`src/rtl/dma_chan_pkg.sv`:
```
package dma_chan_pkg;

    typedef enum logic [1:0] {
        CH_IDLE   = 2'd0,
        CH_LAUNCH = 2'd1,
        CH_RUN    = 2'd2,
        CH_HALT   = 2'd3
    } ch_state_e;

    localparam int SEL_W = 2;
    localparam logic [SEL_W-1:0] SEL_MODE = 2'd0;
    localparam logic [SEL_W-1:0] SEL_STAT = 2'd1;
    localparam logic [SEL_W-1:0] SEL_CUR  = 2'd2;
    localparam logic [SEL_W-1:0] SEL_NXT  = 2'd3;

    localparam int MB_CS  = 0;
    localparam int MB_CC  = 1;
    localparam int MB_CTM = 2;
    localparam int MB_TEM = 3;

    localparam int SB_EOC  = 0;
    localparam int SB_EOS  = 1;
    localparam int SB_BUSY = 2;
    localparam int SB_TE   = 7;

    typedef struct packed {
        logic seg_done;
        logic chain_end;
        logic err;
        logic repeat_seg;
        logic advance;
        logic end_xfer;
    } ch_evt_t;

endpackage

```
`src/rtl/dma_start_decode.sv`:
```
module dma_start_decode
    import dma_chan_pkg::*;
(
    input  logic             wr_en,
    input  logic [SEL_W-1:0] wr_sel,
    input  logic             wr_cs,
    input  logic             cs_q,
    output logic             cs_rise,
    output logic             cs_fall
);

    logic mode_wr;

    always_comb begin
        mode_wr = wr_en && (wr_sel == SEL_MODE);
        cs_rise = mode_wr && wr_cs && !cs_q;
        cs_fall = mode_wr && !wr_cs && cs_q;
    end

endmodule

```
`src/rtl/dma_chan_fsm.sv`:
```
module dma_chan_fsm
    import dma_chan_pkg::*;
(
    input  logic    clk,
    input  logic    rst_n,
    input  logic    cs_rise,
    input  logic    cs_fall,
    input  logic    ctm,
    input  logic    cc,
    input  logic    tem,
    input  logic    seg_done,
    input  logic    seg_err,
    input  logic    seg_last,
    output logic    busy,
    output logic    seg_start,
    output logic    seg_halt,
    output ch_evt_t evt
);

    ch_state_e state_q, state_d;

    always_comb begin
        state_d = state_q;
        evt     = '0;
        unique case (state_q)
            CH_IDLE: begin
                if (cs_rise) state_d = CH_LAUNCH;
            end
            CH_LAUNCH: begin
                state_d = cs_fall ? CH_HALT : CH_RUN;
            end
            CH_RUN: begin
                if (seg_err) evt.err = 1'b1;
                if (seg_err && !tem) begin
                    state_d = CH_IDLE;
                end else if (seg_done) begin
                    evt.seg_done = 1'b1;
                    if (ctm || seg_last) begin
                        evt.chain_end = 1'b1;
                        evt.end_xfer  = 1'b1;
                        state_d       = CH_IDLE;
                    end else begin
                        state_d = CH_LAUNCH;
                        if (cc) evt.repeat_seg = 1'b1;
                        else    evt.advance    = 1'b1;
                    end
                end else if (cs_fall) begin
                    state_d = CH_HALT;
                end
            end
            CH_HALT: begin
                if (seg_err) begin
                    evt.err = 1'b1;
                    state_d = CH_IDLE;
                end else if (cs_rise) begin
                    state_d = CH_RUN;
                end
            end
            default: state_d = CH_IDLE;
        endcase
    end

    always_ff @(posedge clk or negedge rst_n) begin
        if (!rst_n) state_q <= CH_IDLE;
        else        state_q <= state_d;
    end

    always_comb begin
        busy      = (state_q != CH_IDLE);
        seg_start = (state_q == CH_LAUNCH);
        seg_halt  = (state_q == CH_HALT);
    end


    start_pulse_chk: assert property (@(posedge clk) disable iff (!rst_n)
        seg_start |=> !seg_start);


    err_stop_chk: assert property (@(posedge clk) disable iff (!rst_n)
        (state_q == CH_RUN && seg_err && !tem) |=> !busy);


    idle_fall_chk: assert property (@(posedge clk) disable iff (!rst_n)
        (!busy && cs_fall) |=> (!busy && !seg_start));


    halt_hold_chk: assert property (@(posedge clk) disable iff (!rst_n)
        (state_q == CH_RUN && cs_fall && !seg_err && !seg_done) |=> (seg_halt && busy));

endmodule

```
`src/rtl/dma_chan_regs.sv`:
```
module dma_chan_regs
    import dma_chan_pkg::*;
#(
    parameter int DW = 32,
    parameter int AW = 32
) (
    input  logic             clk,
    input  logic             rst_n,
    input  logic             wr_en,
    input  logic [SEL_W-1:0] wr_sel,
    input  logic [DW-1:0]    wr_data,
    input  logic [SEL_W-1:0] rd_sel,
    output logic [DW-1:0]    rd_data,
    input  logic             busy,
    input  ch_evt_t          evt,
    input  logic [AW-1:0]    seg_link,
    output logic             cs,
    output logic             cc,
    output logic             ctm,
    output logic             tem,
    output logic [AW-1:0]    cur_addr
);

    logic          st_te, st_eos, st_eoc;
    logic [AW-1:0] nxt_addr;

    always_ff @(posedge clk or negedge rst_n) begin
        if (!rst_n) begin
            cs       <= 1'b0;
            cc       <= 1'b0;
            ctm      <= 1'b0;
            tem      <= 1'b0;
            st_te    <= 1'b0;
            st_eos   <= 1'b0;
            st_eoc   <= 1'b0;
            cur_addr <= '0;
            nxt_addr <= '0;
        end else begin
            if (wr_en && wr_sel == SEL_MODE) begin
                cs  <= wr_data[MB_CS];
                cc  <= wr_data[MB_CC];
                ctm <= wr_data[MB_CTM];
                tem <= wr_data[MB_TEM];
            end
            if (evt.repeat_seg) cc <= 1'b0;
            if (evt.end_xfer)   cs <= 1'b0;

            if (wr_en && wr_sel == SEL_STAT) begin
                st_te  <= st_te  & ~wr_data[SB_TE];
                st_eos <= st_eos & ~wr_data[SB_EOS];
                st_eoc <= st_eoc & ~wr_data[SB_EOC];
            end
            if (evt.err)       st_te  <= 1'b1;
            if (evt.seg_done)  st_eos <= 1'b1;
            if (evt.chain_end) st_eoc <= 1'b1;

            if (wr_en && wr_sel == SEL_CUR) cur_addr <= wr_data[AW-1:0];
            if (evt.advance)                cur_addr <= seg_link;

            if (wr_en && wr_sel == SEL_NXT)      nxt_addr <= wr_data[AW-1:0];
            if (evt.advance || evt.repeat_seg)   nxt_addr <= seg_link;
        end
    end

    always_comb begin
        rd_data = '0;
        unique case (rd_sel)
            SEL_MODE: begin
                rd_data[MB_CS]  = cs;
                rd_data[MB_CC]  = cc;
                rd_data[MB_CTM] = ctm;
                rd_data[MB_TEM] = tem;
            end
            SEL_STAT: begin
                rd_data[SB_TE]   = st_te;
                rd_data[SB_BUSY] = busy;
                rd_data[SB_EOS]  = st_eos;
                rd_data[SB_EOC]  = st_eoc;
            end
            SEL_CUR: rd_data[AW-1:0] = cur_addr;
            SEL_NXT: rd_data[AW-1:0] = nxt_addr;
            default: rd_data = '0;
        endcase
    end


    te_record_chk: assert property (@(posedge clk) disable iff (!rst_n)
        evt.err |=> st_te);


    cc_once_chk: assert property (@(posedge clk) disable iff (!rst_n)
        evt.repeat_seg |=> !cc);


    cs_clear_chk: assert property (@(posedge clk) disable iff (!rst_n)
        evt.end_xfer |=> !cs);

endmodule

```
`src/rtl/dma_chan_ctl.sv`:
```
module dma_chan_ctl
    import dma_chan_pkg::*;
#(
    parameter int DW = 32,
    parameter int AW = 32
) (
    input  logic          clk,
    input  logic          rst_n,
    input  logic          reg_wr,
    input  logic [1:0]    reg_sel,
    input  logic [DW-1:0] reg_wdata,
    input  logic [1:0]    reg_rsel,
    output logic [DW-1:0] reg_rdata,
    output logic          mv_start,
    output logic [AW-1:0] mv_addr,
    output logic          mv_halt,
    input  logic          mv_done,
    input  logic          mv_err,
    input  logic          mv_last,
    input  logic [AW-1:0] mv_link
);

    logic    cs, cc, ctm, tem, busy;
    logic    cs_rise, cs_fall;
    ch_evt_t evt;

    dma_start_decode u_dec (
        .wr_en   (reg_wr),
        .wr_sel  (reg_sel),
        .wr_cs   (reg_wdata[MB_CS]),
        .cs_q    (cs),
        .cs_rise (cs_rise),
        .cs_fall (cs_fall)
    );

    dma_chan_fsm u_fsm (
        .clk       (clk),
        .rst_n     (rst_n),
        .cs_rise   (cs_rise),
        .cs_fall   (cs_fall),
        .ctm       (ctm),
        .cc        (cc),
        .tem       (tem),
        .seg_done  (mv_done),
        .seg_err   (mv_err),
        .seg_last  (mv_last),
        .busy      (busy),
        .seg_start (mv_start),
        .seg_halt  (mv_halt),
        .evt       (evt)
    );

    dma_chan_regs #(.DW(DW), .AW(AW)) u_regs (
        .clk      (clk),
        .rst_n    (rst_n),
        .wr_en    (reg_wr),
        .wr_sel   (reg_sel),
        .wr_data  (reg_wdata),
        .rd_sel   (reg_rsel),
        .rd_data  (reg_rdata),
        .busy     (busy),
        .evt      (evt),
        .seg_link (mv_link),
        .cs       (cs),
        .cc       (cc),
        .ctm      (ctm),
        .tem      (tem),
        .cur_addr (mv_addr)
    );

endmodule

```
`config.mk`:
```
export PLATFORM = sky130hd
export DESIGN_NAME = dma_chan_ctl
export DESIGN_NICKNAME = d
export VERILOG_FILES = /design/src/rtl/dma_chan_pkg.sv /design/src/rtl/dma_start_decode.sv /design/src/rtl/dma_chan_fsm.sv /design/src/rtl/dma_chan_regs.sv /design/src/rtl/dma_chan_ctl.sv
export SDC_FILE = /design/constraint.sdc
export NUM_CORES = 1
export LEC_CHECK = 0
export BUFFER_PORTS_ARGS = -buffer_cell sky130_fd_sc_hd__buf_2
export CAP_MARGIN = 10
export CELL_PAD_IN_SITES_DETAIL_PLACEMENT = 0
export CELL_PAD_IN_SITES_GLOBAL_PLACEMENT = 1
export CORE_MARGIN = 2
export CORE_UTILIZATION = 43
export CTS_BUF_LIST = sky130_fd_sc_hd__clkbuf_8
export DETAILED_ROUTE_END_ITERATION = 16
export GPL_TIMING_DRIVEN = 0
export PLACE_DENSITY = 0.95
export SLEW_MARGIN = 15
export SYNTH_ARGS = -nofsm -noshare
export SYNTH_HDL_FRONTEND = slang
export SYNTH_HIERARCHICAL = 1
export SYNTH_SLANG_ARGS = --single-unit
```
`constraint.sdc`:
```
create_clock -name clk -period 5.8 [get_ports clk]
set_input_delay 0.58 -clock clk [delete_from_list [all_inputs] [get_ports clk]]
set_output_delay 0.58 -clock clk [all_outputs]
set_load 0.01 [all_outputs]
```
==> results.ini <==
[yosys]
yosys_warnings=6
synth_edf_count=0
synthCells=365
synth_xor_area_share_pct=0
async_flop_share_pct=100
mappedNetlistNets=439
netlist_area_um2=4190
synth_fa_ha_area_share_pct=0
seq_area_frac_synth_pct=43.6
synth-main-ff-cell=dfrtp_1
synthMuxAreaShare_pct=34.5
ys_types=37
synth_compound_area_share_pct=6.60
synth_area_per_cell_um2=11.5
synth_simple_gate_area_share_pct=11.9
synth_top_family_by_area=multiplexers
ys_seq_elements=73

[power]
vdd_drop_max_v=0.000173
power_density_nw_per_um2=350
leakage_nw=2.77
fin_total_pwr_mw=1.85

[timing]
rsz0062_at_grt=false
period_minus_slack_ns=2.43
hold_viol=0
tightest_slew_ns=0.590
max_freq_ghz=0.411
slew_violations=0
totalNegativeSetupSlack_ns=0
relSlewSlack_pct=60.5
final.setup_skew_ns=0.00886
timing.final.crit_share_pct=41.9
setup_viol=0

[route]
wirelength_um=10500
drt_first_pass_iters=4
vias_per_cell=5.07
ant_nets=0
vias=3308
wl_per_cell_um=16.1
drc_errors=0
drt_iter0_drc=123

[placement]
port_buffers=138
place_hpwl_um=7880
globalplace.congestion=0.810
dp.cells=637
placed_area_um2=5070

[floorplan]
die_h_um=103
die_w_um=103
ioPinCount=140
start_util_pct=43.7
rows=36
dieArea_um2=10500
core_um2=9590

[clock_tree]
cts_root_buf=clkbuf_8
h-tree-depth=3
post_cts_buffers=0
ctsResizeCount=0
cts.clk_slew.worst_paths_ns=0.07
cts_buffers=9
cts_buffer_depth=2
clock-sinks=73
clock_latency_ns=0.34
cts_tree=built
holdBufCountCts=0

[worst_setup_path]
critical_path_arrival_ns=1.85
crit_top_cell=buf_2
start_kind=primary input
critPathKind=primary input to output port
slowest_delay_ns=0.38
cp_max_fo=10
endpoint_kind=output port
slowest_stage=mux2_2
crit_required_ns=5.22
path_cells=buf_2 > buf_2 > mux2_2 > nand2_1 > o21ai_0 > buf_2

[layout]
n_antenna_cell=0
fin_area_um2=5290
seq_area_um2=1830
syn_to_final_growth_pct=26.3
multiInputGateArea_um2=2220
fill_cells=885
nets=589
drive_gt1_share_pct=48.8
fin_util_pct=55.2
stdcell_count=653

[worst_hold_path]
min_path_type=primary input to async pin

[flow_run]
drv_cap=0

[global_route]
gr-total-overflow=0
grt_max_degree=41
grt_pass1_vias=3297
antenna_found_initial=0
grt_pass1_wl_um=16500
grt_usage_pct=20.7

[run_status]
outcome=finished, final reports clean

cell type report:
| cell class | instances | share of cell area (%) |
|---|---|---|
| multi-input cells | 265 | 41.9 |
| flip-flops and latches | 73 | 34.5 |
| repair buffers | 139 | 13.5 |
| well taps | 133 | 3.14 |
| clock buffers | 11 | 2.86 |
| plain buffers | 24 | 2.51 |
| clock inverters | 5 | 1.35 |
| inverters | 3 | 0.213 |
cell usage in the layout, fill, tap and decap left out, types with 2 or more instances in the layout:
cell	instances
clkbuf_1	3
clkbuf_8	11
a21o_1	3
o21ai_1	5
mux2i_1	61
mux2_2	66
clkbuf_2	2
inv_1	6
o21ai_0	29
buf_2	151
buf_4	5
nor3b_2	3
nor2b_1	28
mux2_1	2
nand2_1	37
dfrtp_1	73
mux4_2	3
nor2_1	9
bufinv_16	2
per-stage QoR:
step                      hold slack, ns  worst slack [ns]
after floorplan                    0.284              3.58
after global placement             0.458              3.25
after detailed placement           0.470              3.22
after CTS                          0.191              3.34
after global routing               0.207              3.24
final                              0.186              3.37
power breakdown:
group / internal (mW) / switching (mW) / total (mW) / leakage (nW)
clock network: 0.262 / 0.183 / 0.445 / 0.123
logic: 0.308 / 0.302 / 0.611 / 1.76
registers: 0.679 / 0.117 / 0.796 / 0.884
worst max-delay path: cells and delay by family:
| family | cells | cell delay (ns) |
|---|---|---|
| simple gates | 1 | 0.06 |
| buf+inv | 3 | 0.75 |
| mux | 1 | 0.38 |
| compound gates | 1 | 0.08 |
registers in the layout, summed over array words and instances, names as in the netlist:
signal	cells
u_regs/st_eos	1
u_regs/cs	1
u_regs/nxt_addr	32
u_regs/cur_addr	32
u_fsm/state_q	2
u_regs/st_eoc	1
u_regs/st_te	1
u_regs/tem	1
u_regs/cc	1
u_regs/ctm	1
kinds of logic after synthesis:
group	count (synthesis)
AOI/OAI and AO/OA	43
DFF	73
muxes	132
buffers and inverters	27
and+or+nand+nor	90
worst paths after layout:
check,startpoint,cells past startpoint,endpoint,slack [ns]
max in group asynchronous,rst_n,2,u_regs/nxt_addr[29],5.04
worst min-delay path,rst_n,1,u_regs/nxt_addr[8],0.19
worst max-delay path,reg_rsel[0],6,reg_rdata[7],3.37
worst min register to register,u_regs/nxt_addr[26],2,u_regs/nxt_addr[26],0.48
min in group clk,u_regs/nxt_addr[26],2,u_regs/nxt_addr[26],0.48
worst max register to register,u_fsm/state_q[0],7,u_regs/cur_addr[16],3.50
synthesized netlist by cell type, types with 2 or more instances:
cell | count | area (um^2)
a21o_1 | 3 | 22.5
buf_2 | 14 | 70.1
buf_4 | 4 | 30.0
clkbuf_1 | 3 | 11.3
clkbuf_2 | 2 | 10.0
dfrtp_1 | 73 | 1830
inv_1 | 3 | 11.3
mux2_1 | 2 | 22.5
mux2_2 | 66 | 743
mux2i_1 | 61 | 611
mux4_2 | 3 | 67.6
nand2_1 | 37 | 139
nor2_1 | 9 | 33.8
nor2b_1 | 28 | 175
nor3b_2 | 3 | 37.5
o21ai_0 | 29 | 145
o21ai_1 | 5 | 25.0
layer usage:
layer / vias up / GRT usage [%] / wire length, um
met1: 1599 / 28.5 / 4780
met2: 105 / 32.2 / 4940
met5: - / 0 / 0
li1: 1594 / - / -
met4: 0 / 6.77 / 159
met3: 10 / 5.15 / 662
No activity file was read; power rests on OpenSTA's default activity.
